`src/rtl/bus_unstick_pkg.sv`:
```
package bus_unstick_pkg;

  typedef enum logic [1:0] {
    PH_IDLE = 2'd0,
    PH_LOW  = 2'd1,
    PH_HIGH = 2'd2
  } phase_e;

  // Cycles per phase: ceiling of hz*ns/1e9, never below one.
  function automatic int unsigned phase_cycles(longint unsigned hz, longint unsigned ns);
    longint unsigned q;
    q = (hz * ns + 64'd999_999_999) / 64'd1_000_000_000;
    if (q == 0) q = 1;
    return int'(q);
  endfunction

  // Counter width able to hold values 0..n-1.
  function automatic int unsigned idx_width(int unsigned n);
    return (n > 1) ? $clog2(n) : 1;
  endfunction

endpackage

```
`src/rtl/bus_unstick_timer.sv`:
```
module bus_unstick_timer #(
  parameter int unsigned PHASE_CYC = 300,
  localparam int unsigned TW = bus_unstick_pkg::idx_width(PHASE_CYC)
) (
  input  logic clk_i,
  input  logic rst_ni,
  input  logic run_i,
  output logic phase_end_o
);

  localparam logic [TW-1:0] LAST = TW'(PHASE_CYC - 1);

  logic [TW-1:0] cnt_q;
  logic          at_last;

  assign at_last     = (cnt_q == LAST);
  assign phase_end_o = run_i && at_last;

  always_ff @(posedge clk_i or negedge rst_ni) begin
    if (!rst_ni) begin
      cnt_q <= '0;
    end else if (!run_i || at_last) begin
      cnt_q <= '0;
    end else begin
      cnt_q <= cnt_q + 1'b1;
    end
  end

endmodule

```
`src/rtl/bus_unstick_fsm.sv`:
```
module bus_unstick_fsm #(
  parameter int unsigned PULSES = 16,
  localparam int unsigned NW = bus_unstick_pkg::idx_width(PULSES)
) (
  input  logic clk_i,
  input  logic rst_ni,
  input  logic start_i,
  input  logic phase_end_i,
  output logic accept_o,
  output logic busy_o,
  output logic seq_pull_o,
  output logic burst_end_o
);
  import bus_unstick_pkg::*;

  localparam logic [NW-1:0] LAST_PULSE = NW'(PULSES - 1);

  phase_e        ph_q;
  logic [NW-1:0] pulse_q;
  logic          last_pulse;

  assign last_pulse  = (pulse_q == LAST_PULSE);
  assign accept_o    = (ph_q == PH_IDLE) && start_i;
  assign busy_o      = (ph_q != PH_IDLE);
  assign seq_pull_o  = (ph_q == PH_LOW);
  assign burst_end_o = (ph_q == PH_HIGH) && phase_end_i && last_pulse;

  always_ff @(posedge clk_i or negedge rst_ni) begin
    if (!rst_ni) begin
      ph_q    <= PH_IDLE;
      pulse_q <= '0;
    end else begin
      case (ph_q)
        PH_IDLE: begin
          if (start_i) begin
            ph_q    <= PH_LOW;
            pulse_q <= '0;
          end
        end
        PH_LOW: begin
          if (phase_end_i) ph_q <= PH_HIGH;
        end
        PH_HIGH: begin
          if (phase_end_i) begin
            if (last_pulse) begin
              ph_q <= PH_IDLE;
            end else begin
              ph_q    <= PH_LOW;
              pulse_q <= pulse_q + 1'b1;
            end
          end
        end
        default: ph_q <= PH_IDLE;
      endcase
    end
  end

endmodule

```
`src/rtl/bus_unstick_route.sv`:
```
module bus_unstick_route (
  input  logic clk_i,
  input  logic rst_ni,
  input  logic accept_i,
  input  logic burst_end_i,
  input  logic seq_pull_i,
  input  logic ctrl_pull_i,
  input  logic sda_i,
  output logic sel_o,
  output logic pad_pull_o,
  output logic done_o,
  output logic stuck_o
);

  assign pad_pull_o = sel_o ? seq_pull_i : ctrl_pull_i;

  always_ff @(posedge clk_i or negedge rst_ni) begin
    if (!rst_ni) begin
      sel_o   <= 1'b0;
      done_o  <= 1'b0;
      stuck_o <= 1'b0;
    end else begin
      done_o <= burst_end_i;
      if (accept_i) begin
        sel_o <= 1'b1;
      end else if (burst_end_i) begin
        sel_o <= 1'b0;
      end
      if (burst_end_i) stuck_o <= !sda_i;
    end
  end

endmodule

```
`src/rtl/bus_unstick.sv`:
```
module bus_unstick #(
  parameter longint unsigned CLK_HZ   = 100_000_000,
  parameter longint unsigned PHASE_NS = 3000,
  parameter int unsigned     PULSES   = 16
) (
  input  logic clk_i,
  input  logic rst_ni,
  input  logic start_i,
  input  logic sda_i,
  input  logic ctrl_scl_pull_i,
  output logic pad_scl_pull_o,
  output logic route_rec_o,
  output logic busy_o,
  output logic done_o,
  output logic stuck_o
);

  localparam int unsigned PHASE_CYC = bus_unstick_pkg::phase_cycles(CLK_HZ, PHASE_NS);

  // Named internal events, also observed by the bound checker.
  logic accept;
  logic phase_end;
  logic burst_end;
  logic seq_pull;

  bus_unstick_timer #(.PHASE_CYC(PHASE_CYC)) u_timer (
    .clk_i       (clk_i),
    .rst_ni      (rst_ni),
    .run_i       (busy_o),
    .phase_end_o (phase_end)
  );

  bus_unstick_fsm #(.PULSES(PULSES)) u_fsm (
    .clk_i       (clk_i),
    .rst_ni      (rst_ni),
    .start_i     (start_i),
    .phase_end_i (phase_end),
    .accept_o    (accept),
    .busy_o      (busy_o),
    .seq_pull_o  (seq_pull),
    .burst_end_o (burst_end)
  );

  bus_unstick_route u_route (
    .clk_i       (clk_i),
    .rst_ni      (rst_ni),
    .accept_i    (accept),
    .burst_end_i (burst_end),
    .seq_pull_i  (seq_pull),
    .ctrl_pull_i (ctrl_scl_pull_i),
    .sda_i       (sda_i),
    .sel_o       (route_rec_o),
    .pad_pull_o  (pad_scl_pull_o),
    .done_o      (done_o),
    .stuck_o     (stuck_o)
  );

endmodule

```
`config.mk`:
```
export PLATFORM = sky130hd
export DESIGN_NAME = bus_unstick
export DESIGN_NICKNAME = d
export VERILOG_FILES = /design/src/rtl/bus_unstick_pkg.sv /design/src/rtl/bus_unstick_timer.sv /design/src/rtl/bus_unstick_fsm.sv /design/src/rtl/bus_unstick_route.sv /design/src/rtl/bus_unstick.sv
export SDC_FILE = /design/constraint.sdc
export NUM_CORES = 1
export LEC_CHECK = 0
export BUFFER_PORTS_ARGS = -buffer_cell sky130_fd_sc_hd__buf_2
export CAP_MARGIN = 10
export CORE_MARGIN = 1
export CORE_UTILIZATION = 49
export CTS_CLUSTER_SIZE = 25
export DETAILED_ROUTE_END_ITERATION = 16
export GPL_TIMING_DRIVEN = 0
export PLACE_DENSITY = 0.67
export SETUP_SLACK_MARGIN = 0.02
export SYNTH_ARGS = -nofsm -noshare
export SYNTH_HDL_FRONTEND = slang
export SYNTH_SLANG_ARGS = --single-unit
```
`constraint.sdc`:
```
create_clock -name clk_i -period 4.2 [get_ports clk_i]
set_input_delay 0.21 -clock clk_i [delete_from_list [all_inputs] [get_ports clk_i]]
set_output_delay 0.21 -clock clk_i [all_outputs]
set_load 0.05 [all_outputs]
```
==> reports/metrics.yaml, run 1 <==
slew_violations: 0
layout-drive-gt1-share: 0.196
core-area_um2: 1760
clock-root-buffer: "clkbuf_4"
syn-cell-area_um2: 936
grt_pass1_vias: 695
hold_ws_ns: 0.101
syn_nets: 95
postCtsSetupBuffers: 0
floorplan.die_area_um2: 2090
syn2layout_area_growth_pct: 13.1
io_pins: 10
nNetsFinal: 110
dpl_cell_area_um2: 1010
initial_utilization: 0.530
crit_required_ns: 4.38
min_period_over_period: 0.399
cp-end-kind: "flop"
cp_max_fo: 6
first_pass_iters: 4
use_met2: 0.346
fp-row-count: 15
wl_per_cell_um: 14.2
fp.dieW_um: 45.7
synth_seq_cells: 18
max_cap_violations: 0
antenna_found_initial: 0
period_minus_slack_ns: 1.68
die_height_um: 45.7
syn-mean-instance-area_um2: 10.6
setup_viol: 0
cts_buffers: 3
hp-class: "input port to flop"
arrival_ns: 1.85
fin_worst_skew_ns: 0.00671
grt-busiest-layer: "met2"
fmax_mhz: 596
critPathKind: "flop to flop"
ys_seq_area_frac: 0.481
finalWorstSetupSlack_ns: 2.52
hold_viol: 0
portBuffers: 9
fin_total_pwr_mw: 0.287
grt.met3_usage: 0.0238
yosysWarnings: 0
grtUsageTotal: 0.202
drc: 0
clk_latency_ns: 0.29
setup_tns_ns: 0
max-slew-margin-rel: 0.725
grt_overflow: 0
grt_first_pass_wirelength_mm: 2.90
fin_area_um2: 1060
grt_max_degree: 19
met1_usage: 0.240
ant_nets: 0
drtIter0Drc: 20
p_leak_nw: 0.444
yosysUniqueCellTypes: 32
via_per_inst: 5.64
clockBufferDepth: 2
powerDensity_nw_per_um2: 272
rsz0062_at_grt: "no"
tightest_slew_ns: 0.413
syn_inst: 88
dpl.hpwl_mm: 1.31
clkSinkCount: 18
postRouteWirelength_mm: 1.80
vias: 716
outcome: "finished, final reports clean"
cts_tree: "yes"
n_antenna_cell: 0
gp_congestion: 0.747
cts.clk_slew.worst_paths_ns: 0.11
ir_drop_uv: 144
htreeDepth: 1
worstSetupStartpointType: "flop"
preCtsSetupSlack_ns: 2.54
==> sequential cells by signal (all words and copies together), names as in the netlist <==
register         count
u_fsm.ph_q           2
u_timer.cnt_q        9
u_route.stuck_o      1
u_fsm.pulse_q        4
u_route.sel_o        1
u_route.done_o       1
==> cells by family (layout without fill, tap and decap cells) <==
logic type | Yosys count | after routing | synth area share
AO/OA/AOI/OAI | 16 | 16 | 0.126
XOR/XNOR | 3 | 3 | 0.0281
adder cells (fa/ha/maj) | 2 | 2 | 0.0267
buffers and inverters | 3 | 17 | 0.0120
flip-flops | 18 | 18 | 0.481
multiplexers | 4 | 4 | 0.0428
AND/OR/NAND/NOR | 42 | 42 | 0.283
==> cell type report <==
type	count	area, um2
clock buffer	4	36.3
inverter	2	7.51
sequential	18	450
timing repair buffer	10	55.1
fill	180	706
multi-input combinational	67	474
tap	25	31.3
buffer	1	3.75
==> per-layer routing <==
metal	vias up	wire (um)
li1	355	-
met1	353	847
met2	6	899
met3	2	31
met4	0	21
met5	-	0
==> report_power, final <==
| part | switching, mW | leakage (nW) | internal (mW) |
|---|---|---|---|
| clock network | 0.0553 | 0.0210 | 0.0528 |
| registers | 0 | 0.206 | 0.173 |
| logic | 0.00400 | 0.217 | 0.00209 |
==> path summary, 6_finish.rpt <==
kind,startpoint,endpoint,slack [ns],depth (start not counted)
min in group asynchronous,rst_ni,u_route.done_o,0.38,2
max,u_timer.cnt_q[0],u_route.stuck_o,2.52,4
min,sda_i,u_route.stuck_o,0.10,2
min reg2reg,u_fsm.pulse_q[0],u_fsm.pulse_q[0],0.51,1
max reg2reg,u_timer.cnt_q[0],u_route.stuck_o,2.52,4
max in group asynchronous,rst_ni,u_fsm.pulse_q[1],3.53,2
==> layout by cell type (no fill, tap or decap), drive strengths merged, types with 5 or more instances in the layout <==
master	synthesis	routed
nand3	7	7
clkbuf	1	5
buf	0	9
nor2	5	5
dfrtp	18	18
o21ai	7	7
nand2	6	6
==> cell usage after synthesis <==
| cell type | instances | area (um2) |
|---|---|---|
| nand4bb_2 | 1 | 16.3 |
| o21ai_0 | 5 | 25.0 |
| and4bb_2 | 1 | 12.5 |
| o41ai_1 | 1 | 8.76 |
| and4bb_4 | 1 | 16.3 |
| nand4_1 | 4 | 25.0 |
| clkbuf_1 | 1 | 3.75 |
| o21ai_1 | 1 | 5.00 |
| nor4bb_1 | 1 | 10.0 |
| mux2i_1 | 4 | 40.0 |
| a41o_1 | 1 | 10.0 |
| o211ai_1 | 1 | 7.51 |
| nor2b_1 | 2 | 12.5 |
| xor2_1 | 2 | 17.5 |
| dfrtp_1 | 18 | 450 |
| nor3_1 | 1 | 5.00 |
| and3_1 | 3 | 18.8 |
| nand2b_1 | 3 | 18.8 |
| nor2_1 | 5 | 18.8 |
| a21oi_1 | 4 | 20.0 |
| xnor2_1 | 1 | 8.76 |
| or3_1 | 4 | 25.0 |
| nand2_1 | 5 | 18.8 |
| inv_1 | 2 | 7.51 |
| o41ai_2 | 2 | 32.5 |
| o21ai_2 | 1 | 8.76 |
| nand2_2 | 1 | 6.26 |
| ha_1 | 2 | 25.0 |
| nand4bb_1 | 1 | 11.3 |
| nand3_1 | 7 | 35.0 |
| or2_1 | 1 | 6.26 |
| or3b_1 | 1 | 8.76 |
==> per-stage QoR <==
stage	std cells	util
floorplan	88	-
global placement	122	0.574
detailed placement	122	0.574
CTS	127	0.600
global route	127	0.600
finish	127	0.600
==> worst max-delay path, cell delays in order, from the launching register on <==
cell,delay (ns)
dfrtp_1,0.43
ha_1,0.33
nand4bb_2,0.25
o41ai_2,0.42
o41ai_2,0.13
==> repair_timing <==
item | 4_1_cts | 5_1_grt
hold buffers | 1 | 0
resized for setup | 0 | 0
endpoints found under the hold margin | 18 | 0
Note: power is estimated with default switching activity, not from simulation.
==> inputs of run 2 (changes only) <==
- clock period: 4.2 -> 1.6 ns (I/O delays scaled with it)
==> reports/metrics.yaml, run 2 (synthesis results as in run 1) <==
outcome: "finished, final reports clean"
dpl.hpwl_mm: 1.31
p_leak_nw: 0.445
layout-drive-gt1-share: 0.225
portBuffers: 9
cp_max_fo: 5
grt_pass1_vias: 721
floorplan.die_area_um2: 2090
cts.clk_slew.worst_paths_ns: 0.10
fp.dieW_um: 45.7
cts_buffers: 3
vias: 742
tightest_slew_ns: 0.419
cp-end-kind: "flop"
first_pass_iters: 4
preCtsSetupSlack_ns: -0.0803
finalWorstSetupSlack_ns: 0.121
grt_max_degree: 19
clockBufferDepth: 2
rsz0062_at_grt: "no"
worstSetupStartpointType: "flop"
final_common_cell: "dfrtp_1"
arrival_ns: 1.65
cts_tree: "yes"
clkSinkCount: 18
grt_first_pass_wirelength_mm: 3.17
final_cell_mix: "dfrtp_1 (18), buf_2 (8), nand3_1 (7)"
slew_violations: 0
min_period_over_period: 0.925
regArea_um2: 450
core-area_um2: 1760
grtUsageTotal: 0.215
hp-class: "input port to async pin"
drc: 0
wl_per_cell_um: 14.9
largest_register: "u_timer.cnt_q"
ir_drop_uv: 546
die_height_um: 45.7
crit_required_ns: 1.77
initial_utilization: 0.530
fin_worst_skew_ns: 0.00850
nFillCells: 151
setup_viol: 0
io_pins: 10
grt_overflow: 0
htreeDepth: 1
gp_congestion: 0.760
placed_cells: 122
critPathKind: "flop to flop"
clock-root-buffer: "clkbuf_4"
syn2layout_area_growth_pct: 18.0
fmax_mhz: 676
ant_nets: 0
final_util: 0.626
antenna_found_initial: 0
postCtsSetupBuffers: 0
largest_reg_flops: 9
dpl_cell_area_um2: 1020
max-slew-margin-rel: 0.721
fp-row-count: 15
n_antenna_cell: 0
max_cap_violations: 0
stdcell_count: 127
fin_area_um2: 1100
largestRegisters: "u_timer.cnt_q x9, u_fsm.pulse_q x4, u_fsm.ph_q x2"
nNetsFinal: 111
drtIter0Drc: 8
via_per_inst: 5.84
hold_ws_ns: 0.251
multiInputGateArea_um2: 522
period_minus_slack_ns: 1.48
clk_latency_ns: 0.29
hold_viol: 0
powerDensity_nw_per_um2: 631
postRouteWirelength_mm: 1.89
==> run 2: changes by cell type in the layout (fill, tap and decap cells not counted), sizes merged <==
cell	delta
buf	-1
dlygate4sd3	+1
==> run 2: critical path: stages, from the launching register on <==
cell       delay [ns]
dfrtp_1          0.44
nand4bb_2        0.39
o41ai_2          0.42
o41ai_2          0.12
==> run 2: cell type report <==
class                      count  share of cell area
inverter                       2             0.00680
tap                           25              0.0283
multi-input combinational     67               0.472
clock buffer                   3              0.0204
timing repair buffer          11              0.0612
sequential                    18               0.408
buffer                         1             0.00340
==> run 2: power breakdown <==
group          switching [mW]  total [mW]  internal [mW]  leakage, nW
clock network           0.136       0.224         0.0875       0.0138
registers                   0       0.455          0.455        0.206
logic                  0.0112      0.0183        0.00708        0.226
total                   0.148       0.697          0.549        0.445
==> run 2: path summary, 6_finish.rpt <==
| check | slack (ns) | depth (start not counted) | from | to |
|---|---|---|---|---|
| min | 0.25 | 2 | rst_ni | u_timer.cnt_q[3] |
| max | 0.12 | 3 | u_timer.cnt_q[4] | u_route.stuck_o |
| max in group asynchronous | 1.04 | 2 | rst_ni | u_timer.cnt_q[6] |
| min reg2reg | 0.51 | 1 | u_fsm.pulse_q[0] | u_fsm.pulse_q[0] |
| min in group clk_i | 0.40 | 4 | start_i | u_route.sel_o |
| max reg2reg | 0.12 | 3 | u_timer.cnt_q[4] | u_route.stuck_o |
==> run 2: metal layers <==
layer / part of all wire / wire length, um / up-vias / global-route usage
met4: 0.0090 / 17 / 0 / 0.106
met1: 0.46 / 866 / 373 / 0.256
met5: 0 / 0 / - / 0
met3: 0.015 / 29 / 2 / 0.0397
li1: - / - / 359 / -
met2: 0.52 / 973 / 8 / 0.371
==> run 2: metrics by stage <==
stage                     setup TNS (ns)  power [mW]
after floorplan                        0       0.465
after global placement           -0.0170       0.478
after detailed placement          -0.141       0.479
after CTS                              0       0.699
after global routing                   0       0.727
final                                  0       0.697
==> run 2: timing repair <==
item                       CTS  global route
hold buffers                 2             0
setup endpoints to repair   10            11
pin swaps                    1             0
hold endpoints to repair    19             0
gates resized for setup      2             5
